===== src/rtl/cs_fetch_pkg.sv =====
package cs_fetch_pkg;
  typedef enum logic [2:0] {
    OP_HOLD  = 3'd0,
    OP_STEP  = 3'd1,
    OP_NEAR  = 3'd2,
    OP_FAR   = 3'd3,
    OP_RESET = 3'd4
  } cs_op_e;
endpackage


===== src/rtl/cs_op_arbiter.sv =====
module cs_op_arbiter
  import cs_fetch_pkg::*;
(
  input  logic   rst,
  input  logic   far_en,
  input  logic   near_en,
  input  logic   adv_en,
  output cs_op_e op
);
  always_comb begin
    if (rst)          op = OP_RESET;
    else if (far_en)  op = OP_FAR;
    else if (near_en) op = OP_NEAR;
    else if (adv_en)  op = OP_STEP;
    else              op = OP_HOLD;
  end
endmodule


===== src/rtl/cs_segment_regs.sv =====
module cs_segment_regs
  import cs_fetch_pkg::*;
#(
  parameter int ADDR_W    = 32,
  parameter int SEL_W     = 16,
  parameter int SEG_SHIFT = 4,
  parameter logic [SEL_W-1:0]  RST_SEL   = 16'hF000,
  parameter logic [ADDR_W-1:0] RST_BASE  = 32'hFFFF0000,
  parameter logic [ADDR_W-1:0] RST_LIMIT = 32'h0000FFFF,
  parameter logic [ADDR_W-1:0] FAR_LIMIT = 32'h0000FFFF
) (
  input  logic              clk,
  input  cs_op_e            op,
  input  logic [SEL_W-1:0]  far_sel,
  output logic [SEL_W-1:0]  sel_q,
  output logic [ADDR_W-1:0] base_q,
  output logic [ADDR_W-1:0] limit_q,
  output logic [ADDR_W-1:0] base_nxt,
  output logic [ADDR_W-1:0] limit_nxt
);
  localparam int PAD_W = ADDR_W - SEL_W - SEG_SHIFT;

  logic [SEL_W-1:0]  sel_nxt;
  logic [ADDR_W-1:0] shifted_base;

  // Real-mode base: selector times sixteen, upper bits cleared
  assign shifted_base = {{PAD_W{1'b0}}, far_sel, {SEG_SHIFT{1'b0}}};

  always_comb begin
    sel_nxt   = sel_q;
    base_nxt  = base_q;
    limit_nxt = limit_q;
    case (op)
      OP_RESET: begin
        sel_nxt   = RST_SEL;
        base_nxt  = RST_BASE;
        limit_nxt = RST_LIMIT;
      end
      OP_FAR: begin
        sel_nxt   = far_sel;
        base_nxt  = shifted_base;
        limit_nxt = FAR_LIMIT;
      end
      default: ;
    endcase
  end

  always_ff @(posedge clk) begin
    sel_q   <= sel_nxt;
    base_q  <= base_nxt;
    limit_q <= limit_nxt;
  end
endmodule


===== src/rtl/cs_ip_reg.sv =====
module cs_ip_reg
  import cs_fetch_pkg::*;
#(
  parameter int ADDR_W = 32,
  parameter int STEP_W = 4,
  parameter int WRAP_W = 16,
  parameter logic [ADDR_W-1:0] RST_IP = 32'h0000FFF0
) (
  input  logic              clk,
  input  cs_op_e            op,
  input  logic [STEP_W-1:0] adv_bytes,
  input  logic [ADDR_W-1:0] near_ofs,
  input  logic [ADDR_W-1:0] far_ofs,
  output logic [ADDR_W-1:0] ip_q,
  output logic [ADDR_W-1:0] ip_nxt
);
  logic [WRAP_W-1:0] low_sum;

  assign low_sum = ip_q[WRAP_W-1:0] + WRAP_W'(adv_bytes);

  always_comb begin
    case (op)
      OP_RESET: ip_nxt = RST_IP;
      OP_FAR:   ip_nxt = far_ofs;
      OP_NEAR:  ip_nxt = near_ofs;
      OP_STEP:  ip_nxt = {ip_q[ADDR_W-1:WRAP_W], low_sum};
      default:  ip_nxt = ip_q;
    endcase
  end

  always_ff @(posedge clk) begin
    ip_q <= ip_nxt;
  end
endmodule


===== src/rtl/cs_fetch_gen.sv =====
module cs_fetch_gen #(
  parameter int ADDR_W = 32
) (
  input  logic              clk,
  input  logic [ADDR_W-1:0] base_nxt,
  input  logic [ADDR_W-1:0] limit_nxt,
  input  logic [ADDR_W-1:0] ip_nxt,
  output logic [ADDR_W-1:0] fetch_addr,
  output logic              ip_fault
);
  always_ff @(posedge clk) begin
    fetch_addr <= base_nxt + ip_nxt;
    ip_fault   <= (ip_nxt > limit_nxt);
  end
endmodule


===== src/rtl/cs_fetch_unit.sv =====
module cs_fetch_unit
  import cs_fetch_pkg::*;
#(
  parameter int ADDR_W    = 32,
  parameter int SEL_W     = 16,
  parameter int SEG_SHIFT = 4,
  parameter int STEP_W    = 4,
  parameter int WRAP_W    = 16
) (
  input  logic              clk,
  input  logic              rst,
  input  logic              adv_en,
  input  logic [STEP_W-1:0] adv_bytes,
  input  logic              near_en,
  input  logic [ADDR_W-1:0] near_ofs,
  input  logic              far_en,
  input  logic [SEL_W-1:0]  far_sel,
  input  logic [ADDR_W-1:0] far_ofs,
  output logic [ADDR_W-1:0] fetch_addr,
  output logic [SEL_W-1:0]  cs_sel,
  output logic [ADDR_W-1:0] cs_base,
  output logic [ADDR_W-1:0] cs_limit,
  output logic              ip_fault
);
  localparam int REAL_TOP = SEL_W + SEG_SHIFT;

  cs_op_e            op;
  logic [ADDR_W-1:0] base_nxt, limit_nxt, ip_nxt, ip_q;

  cs_op_arbiter u_arb (
    .rst(rst), .far_en(far_en), .near_en(near_en), .adv_en(adv_en), .op(op)
  );

  cs_segment_regs #(
    .ADDR_W(ADDR_W), .SEL_W(SEL_W), .SEG_SHIFT(SEG_SHIFT)
  ) u_seg (
    .clk(clk), .op(op), .far_sel(far_sel),
    .sel_q(cs_sel), .base_q(cs_base), .limit_q(cs_limit),
    .base_nxt(base_nxt), .limit_nxt(limit_nxt)
  );

  cs_ip_reg #(
    .ADDR_W(ADDR_W), .STEP_W(STEP_W), .WRAP_W(WRAP_W)
  ) u_ip (
    .clk(clk), .op(op), .adv_bytes(adv_bytes),
    .near_ofs(near_ofs), .far_ofs(far_ofs),
    .ip_q(ip_q), .ip_nxt(ip_nxt)
  );

  cs_fetch_gen #(.ADDR_W(ADDR_W)) u_gen (
    .clk(clk), .base_nxt(base_nxt), .limit_nxt(limit_nxt), .ip_nxt(ip_nxt),
    .fetch_addr(fetch_addr), .ip_fault(ip_fault)
  );

  // Reset vector lands in every visible register
  assert_reset_vector_R1: assert property (@(posedge clk)
    $past(rst) |-> (cs_sel == 16'hF000 && cs_base == 32'hFFFF0000 &&
                    cs_limit == 32'h0000FFFF && fetch_addr == 32'hFFFFFFF0 && !ip_fault));

  // Address generator agrees with the separately held base and offset
  assert_fetch_sum_R2: assert property (@(posedge clk) disable iff (rst)
    !$past(rst) |-> fetch_addr == cs_base + ip_q);

  assert_near_keeps_seg_R3: assert property (@(posedge clk) disable iff (rst)
    (!$past(rst) && !$past(far_en) && $past(near_en)) |->
      ($stable(cs_base) && $stable(cs_sel) && $stable(cs_limit)));

  assert_far_base_R4: assert property (@(posedge clk) disable iff (rst)
    (!$past(rst) && $past(far_en)) |->
      (cs_base == (ADDR_W'($past(far_sel)) << SEG_SHIFT) && cs_sel == $past(far_sel)));

  assert_low_meg_R5: assert property (@(posedge clk) disable iff (rst)
    (!$past(rst) && $past(far_en)) |-> ((cs_base >> REAL_TOP) == '0));

  assert_fault_flag_R7: assert property (@(posedge clk) disable iff (rst)
    !$past(rst) |-> (ip_fault == (ip_q > cs_limit)));
endmodule


===== config.mk =====
export PLATFORM = sky130hd
export DESIGN_NAME = cs_fetch_unit
export DESIGN_NICKNAME = d
export VERILOG_FILES = /design/src/rtl/cs_fetch_pkg.sv /design/src/rtl/cs_op_arbiter.sv /design/src/rtl/cs_segment_regs.sv /design/src/rtl/cs_ip_reg.sv /design/src/rtl/cs_fetch_gen.sv /design/src/rtl/cs_fetch_unit.sv
export SDC_FILE = /design/constraint.sdc
export NUM_CORES = 1
export LEC_CHECK = 0
export BUFFER_PORTS_ARGS = -buffer_cell sky130_fd_sc_hd__buf_2
export CORE_AREA = 5 5 129 131
export CTS_BUF_LIST = sky130_fd_sc_hd__clkbuf_4
export CTS_CLUSTER_SIZE = 28
export DETAILED_ROUTE_END_ITERATION = 8
export DIE_AREA = 0 0 134 136
export PLACE_DENSITY_LB_ADDON = 0.2
export SYNTH_ARGS = -nofsm -noshare
export SYNTH_HDL_FRONTEND = slang
export SYNTH_SLANG_ARGS = --single-unit

===== constraint.sdc =====
create_clock -name clk -period 10.94 [get_ports clk]
set_clock_uncertainty 0.15 [all_clocks]
set_input_delay 1.094 -clock clk [delete_from_list [all_inputs] [get_ports clk]]
set_output_delay 1.094 -clock clk [all_outputs]
set_load 0.03 [all_outputs]

==> summary.txt, run 1 <==
STA
  – Max-slew violations: 0
  – RSZ-0062 raised after global routing: no
  – Worst-Margin Slew: 0.889 ns
  – Max Freq: 176 MHz
  – Final setup viols: 0
  – Period utilization: 52.0%
  – Final hold violation count: 0
  – Worst slew margin: 40.5%
  – Fin crit period: 5.69 ns
  – Worst Slack Setup Final: 5.25 ns
  – Post-Route Setup TNS: 0 ns

Global routing
  – Grt met3 use: 5.48%
  – GRT met1 Usage: 29.2%
  – Antenna violations before repair: 1
  – GR peak layer: met2
  – First-pass GRT wire length: 33800 um
  – Number of global-route vias before repair: 6537
  – GRT Util Overall: 23.7%
  – GRT overflow: 0
  – Met2 Track Usage GR: 42.1%
  – Largest net degree at the start of global routing: 80

Synthesis
  – Synth warnings: 0
  – Distinct cells, synth: 55
  – Sequential fraction of the synthesis area: 40.7%
  – Commonest cells post-synth: dfxtp_1 (129), nor2_1 (90), a21oi_1 (81)
  – Mux contribution to synthesized area: 2.26%
  – Post-synth EDFFs: 16
  – Xor/xnor cell area share of the yosys netlist: 3.60%
  – Dominant cell by count in the synthesized netlist: dfxtp_1
  – Adder-Cell Fraction of Synth Area: 11.6%
  – Fraction of registers with async set/reset: 0%
  – Synth Cell Area: 0.00753 mm2
  – Compound-cell area share of the yosys netlist: 21.5%
  – Area contributors post-synth: dfxtp_1 (34%), ha_1 (11%), edfxtp_1 (6.4%), a21o_1 (5.7%), a21oi_1 (5.4%)
  – Syn Inst Count: 850
  – Post-synthesis simple-gate area fraction: 15.4%
  – Leading area contributor after synthesis: dfxtp_1
  – Mapped Avg Cell Area: 8.86 um2
  – Synth Flop Type: dfxtp_1
  – Post-synth top area share: 34.3%
  – Largest family of logic cells by synthesized area: compound AO/OA/AOI/OAI gates
  – Synth Net Count: 1007
  – #FFs+latches synth: 145

Route
  – Vias: 6726
  – Initial DRC Count: 462
  – Detail Route Antenna Nets: 0
  – Final WL: 21700 um
  – Wire length per cell: 17.5 um
  – Drt pass-1 iters: 5
  – DRC errors left: 0
  – Vias per Instance: 5.42

Placement
  – Dpl hpwl: 17000 um
  – Routability cong.: 0.945
  – Pre-CTS WS: 4.80 ns
  – Port buffer count: 201

CTS
  – Clk sinks: 145
  – H-Tree Depth: 4
  – Total CTS buffers: 17
  – CTS resizes: 0
  – CTS tree: built
  – Clock slew at reported path FFs: 0.12 ns
  – Clock latency on the worst-skew pair: 0.57 ns
  – Max clock buf depth: 2
  – CTS Hold Bufs: 0
  – CTS Root Cell: clkbuf_4
  – Post-CTS Setup Repair Bufs: 0

Floorplan
  – Initial Util: 48.7%
  – Core Box Area: 0.0155 mm2
  – Chip width: 134 um
  – Die area: 0.0182 mm2
  – IO Count: 202
  – Site Rows: 46
  – Chip height: 136 um

Setup path
  – CP max stage delay: 0.83 ns
  – Crit-path most repeated cell: nor2_1
  – Crit path max fanout: 79
  – Kind of critical path: primary input to flip-flop
  – Largest delay share family, worst path: compound AO/OA/AOI/OAI gates
  – CP bufs+invs: 3
  – Cell Chain, Critical Path: buf_2, buf_4, inv_1, nor2_1, a221oi_1, nor2_1, ha_1, o21ai_0, a21boi_0, o211ai_1, o221ai_1, nor3_1, o31a_1, o21bai_1, xor2_1
  – Critical path required time: 11.28 ns
  – Nature of the critical path endpoint: flip-flop
  – WP data arrival: 6.02 ns
  – Slowest-stage cell, CP: nor2_1
  – Worst Setup Start Kind: primary input

Finish
  – Syn-to-layout area delta: 18.5%
  – Final Net Count: 1189
  – Share of layout cells above drive strength 1: 23.3%

Job
  – Max-cap violations: 0

Pwr
  – Leakage power total: 4.57 nW
  – Pwr dens: 154 mW/mm2
  – Power consumption: 1.38 mW
  – Maximum vdd ir drop: 0.0800 mV

Hold path
  – Hold Crit Class: flip-flop to flip-flop

Outcome
  – Outcome: completed
[placed cells by master (no fill, tap or decap), drive strengths merged, types with 3 or more instances in the layout]
cell type  instances
a211o              5
a211oi             7
a21o              57
a21oi             82
a221oi             4
a31oi              8
and2              16
and3              10
buf              204
clkbuf            18
clkinv             8
clkinvlp           3
dfxtp            129
diode              5
edfxtp            16
ha                66
inv               56
mux2i             17
nand2             49
nand2b             8
nand3              7
nand4             17
nor2              91
nor2b             16
nor3              10
o211ai             6
o21a               6
o21ai             52
o21bai             6
o22a               5
or3               13
xnor2             20
xor2              11
[worst paths after layout]
kind | endpoint | cells after the start | slack [ns] | start
hold / removal | u_seg.limit_q[20] | 2 | 0.33 | u_seg.limit_q[20]
hold reg to reg | u_seg.limit_q[20] | 2 | 0.33 | u_seg.limit_q[20]
setup reg to reg | u_gen.fetch_addr[16] | 19 | 6.20 | u_ip.ip_q[0]
setup / recovery | u_gen.fetch_addr[26] | 15 | 5.25 | far_en
[per-layer routing]
layer | part of all wire (%) | wire (um)
met5 | 0 | 0
met4 | 1.1 | 238
met3 | 6.7 | 1450
met2 | 49 | 10600
met1 | 43 | 9380
[report_power, final]
part	switching, mW	internal [mW]	leakage [nW]
clock network	0.200	0.137	0.143
logic	0.278	0.145	3.19
registers	0.0235	0.595	1.23
[sequential cells by signal (all words and copies together) (netlist names)]
register          cells
u_gen.fetch_addr     32
u_ip.ip_q            32
u_seg.base_q         32
u_seg.limit_q        32
u_seg.sel_q          16
u_gen.ip_fault        1
[area by class of cell]
type,count,area [um2]
Multi-Input combinational cell,609,4100
Sequential cell,145,3060
Inverter,55,206
Clock inverter,14,140
Clock buffer,18,135
Fill cell,1449,6560
Antenna cell,5,12.5
Tap cell,192,240
Timing Repair Buffer,204,1030
[worst reg2reg max path, stage by stage, from the launching register on]
cell and delay, ns:
dfxtp_1 0.37, ha_1 0.18, inv_1 0.06, fa_1 0.39, nor2b_1 0.14, o21ai_0 0.08
nand2b_1 0.13, nand2_1 0.12, o21ai_0 0.17, a21oi_1 0.08, a21oi_1 0.37, ha_1 0.37
o21ai_0 0.19, a21oi_1 0.14, a221oi_1 0.33, o221ai_1 0.34, or3_1 0.46, a21oi_1 0.25
o21ai_0 0.15, xor2_1 0.16
[per-stage QoR]
stage          util, %  hold slack, ns  cell area [um2]  cells
6_report          57.7           0.327             8930   1242
2_1_floorplan        -           0.334             7530    850
5_1_grt           57.7           0.355             8930   1242
3_5_place_dp      55.8           0.304             8640   1205
3_3_place_gp      55.8           0.298             8640   1205
4_1_cts           57.6           0.336             8910   1237
[cell families after synthesis]
| family | after synthesis |
|---|---|
| xor gates and xnor gates | 31 |
| AOI/OAI and AO/OA | 252 |
| adders and majority gates | 69 |
| buffers and inverters | 96 |
| and+or+nand+nor | 240 |
| DFF | 145 |
| muxes | 17 |
Note: power is estimated with default switching activity, not from simulation.
==> run 2, diff against run 1 <==
==> constraint.sdc (replaced) <==
create_clock -name clk -period 5.7 [get_ports clk]
set_clock_uncertainty 0.15 [all_clocks]
set_input_delay 0.57 -clock clk [delete_from_list [all_inputs] [get_ports clk]]
set_output_delay 0.57 -clock clk [all_outputs]
set_load 0.03 [all_outputs]
==> summary.txt, run 2 (synthesis results as in run 1) <==
Placement
  – Post-Place Cells: 1211 (was 1205)
  – Placed instance area: 0.00868 mm2 (was 0.00864 mm2)
  – Port buffer count: 201 (unchanged)
  – Routability cong.: 0.925 (was 0.945)
  – Dpl hpwl: 16900 um (was 17000 um)

Floorplan
  – Chip width: 134 um (unchanged)
  – IO Count: 202 (unchanged)
  – Die area: 0.0182 mm2 (unchanged)
  – Initial Util: 48.7% (unchanged)
  – Site Rows: 46 (unchanged)
  – Core Box Area: 0.0155 mm2 (unchanged)
  – Chip height: 136 um (unchanged)

STA
  – Fin crit period: 4.60 ns
  – Max-slew violations: 0 (unchanged)
  – Final hold violation count: 0 (unchanged)
  – Worst-Margin Slew: 0.924 ns (was 0.889 ns)
  – Hold WS: 0.117 ns (was 0.327 ns)
  – Post-Route Setup TNS: 0 ns (unchanged)
  – Max Freq: 217 MHz
  – RSZ-0062 raised after global routing: no (unchanged)
  – Worst slew margin: 36.8% (was 40.5%)
  – Final setup viols: 0 (unchanged)
  – Period utilization: 80.7%

Route
  – Final WL: 21200 um (was 21700 um)
  – Drt pass-1 iters: 5 (unchanged)
  – Detail Route Antenna Nets: 0 (unchanged)
  – DRC errors left: 0 (unchanged)
  – Vias: 6744 (was 6726)
  – Wire length per cell: 17.1 um (was 17.5 um)
  – Vias per Instance: 5.42 (about the same)
  – Initial DRC Count: 375 (was 462)

Setup path
  – CP max stage delay: 0.43 ns (was 0.83 ns)
  – Slowest-stage cell, CP: or3_1 (was nor2_1)
  – Cell Chain, Critical Path: ha_1, inv_1, fa_1, nor2b_1, o21ai_0, nand2b_1, nand2_1, o21ai_0, a21oi_1, a21oi_1, ha_1, o21ai_0, a21oi_1, a221oi_1, o221ai_1, or3_1, a21oi_1, o21ai_0, xor2_1 (was buf_2, buf_4, inv_1, nor2_1, a221oi_1, nor2_1, ha_1, o21ai_0, a21boi_0, o211ai_1, o221ai_1, nor3_1, o31a_1, o21bai_1, xor2_1)
  – Nature of the critical path endpoint: flip-flop (unchanged)
  – CP bufs+invs: 1 (was 3)
  – Worst Setup Start Kind: flip-flop (was primary input)
  – Kind of critical path: flip-flop to flip-flop (was primary input to flip-flop)
  – WP data arrival: 4.87 ns (was 6.02 ns)
  – Largest delay share family, worst path: compound AO/OA/AOI/OAI gates (unchanged)
  – Crit path max fanout: 5 (was 79)
  – Critical path required time: 5.97 ns (was 11.28 ns)

Global routing
  – GRT Util Overall: 23.1% (was 23.7%)
  – GRT overflow: 0 (unchanged)
  – First-pass GRT wire length: 33200 um (was 33800 um)
  – Largest net degree at the start of global routing: 44 (was 80)
  – Number of global-route vias before repair: 6428 (was 6537)
  – Antenna violations before repair: 2 (was 1)

Finish
  – Share of layout cells above drive strength 1: 23.6% (was 23.3%)
  – Most common cell after layout, fill and taps aside: buf_2 (unchanged)
  – Final Net Count: 1195 (was 1189)
  – Post-route cell area: 0.00896 mm2 (was 0.00893 mm2)
  – Final core utilization: 57.8% (was 57.7%)
  – Post-route insts no fill: 1244 (was 1242)
  – Syn-to-layout area delta: 18.9% (was 18.5%)
  – Commonest cells after routing, fill and taps aside: buf_2 (201), dfxtp_1 (129), nor2_1 (90), a21oi_1 (81), ha_1 (66) (unchanged)

CTS
  – Clock latency on the worst-skew pair: 0.54 ns (was 0.57 ns)
  – Max clock buf depth: 2 (unchanged)
  – Clock slew at reported path FFs: 0.13 ns (was 0.12 ns)
  – CTS Hold Bufs: 0 (unchanged)
  – Post-CTS Setup Repair Bufs: 0 (unchanged)
  – H-Tree Depth: 4 (unchanged)
  – CTS Root Cell: clkbuf_4 (unchanged)
  – CTS resizes: 0 (unchanged)
  – Clk sinks: 145 (unchanged)
  – CTS tree: built (unchanged)
  – Total CTS buffers: 17 (unchanged)

Pwr
  – Leakage power total: 4.60 nW (was 4.57 nW)
  – Maximum vdd ir drop: 0.142 mV (was 0.0800 mV)
  – Pwr dens: 294 mW/mm2 (was 154 mW/mm2)

Outcome
  – Outcome: completed (unchanged)

Job
  – Max-cap violations: 0 (unchanged)

Hold path
  – Hold Crit Class: primary input to flip-flop (was flip-flop to flip-flop)
run 2: cell count changes in the layout (fill, tap and decap cells not counted), sizes merged:
cell / delta
inv: +1
clkinvlp: -2
clkbuf: -1
clkinv: +2
diode: -4
buf: +6
run 2: final timing paths:
path,from,end,slack [ns],cells after the start
worst max-delay path,u_ip.ip_q[0],u_gen.fetch_addr[16],1.10,19
worst max register to register,u_ip.ip_q[0],u_gen.fetch_addr[16],1.10,19
worst min register to register,u_seg.limit_q[14],u_seg.limit_q[14],0.31,2
worst min-delay path,far_sel[13],u_seg.base_q[17],0.12,2
run 2: worst reg2reg max path, delay by kind of cell, from the launching register on:
| kind | cells | cell delay [ns] |
|---|---|---|
| compound gates | 10 | 2.04 |
| xor+xnor | 1 | 0.15 |
| simple gates | 4 | 0.78 |
| flops | 1 | 0.37 |
| buf+inv | 1 | 0.05 |
| fa+ha+maj | 3 | 0.93 |
run 2: stage by stage:
step / worst slack (ns) / power (mW)
2_1_floorplan: 1.48 / 1.77
4_1_cts: 1.15 / 2.66
3_5_place_dp: 0.854 / 2.02
3_3_place_gp: 0.909 / 2.01
6_report: 1.10 / 2.63
5_1_grt: 0.736 / 2.77
run 2: cell type report:
class                      instances  area [um2]
tap                              192         240
multi-input combinational        609        4100
fill                            1429        6530
clock buffer                      17         128
timing repair buffer             210        1070
inverter                          55         206
clock inverter                    15         141
antenna                            1        2.50
sequential                       145        3060
run 2: routing by layer:
metal | GRT usage, % | vias up | part of all wire (%)
met5 | 0 | - | 0.033
li1 | - | 3377 | -
met2 | 40.5 | 257 | 49
met1 | 28.0 | 3074 | 41
met4 | 7.49 | 2 | 2.0
met3 | 5.63 | 34 | 7.8
run 2: report_power, final:
part | total, mW | internal [mW] | switching [mW]
sequential | 1.18 | 1.14 | 0.0398
clock | 0.638 | 0.256 | 0.382
combinational | 0.813 | 0.280 | 0.533
total | 2.63 | 1.68 | 0.954
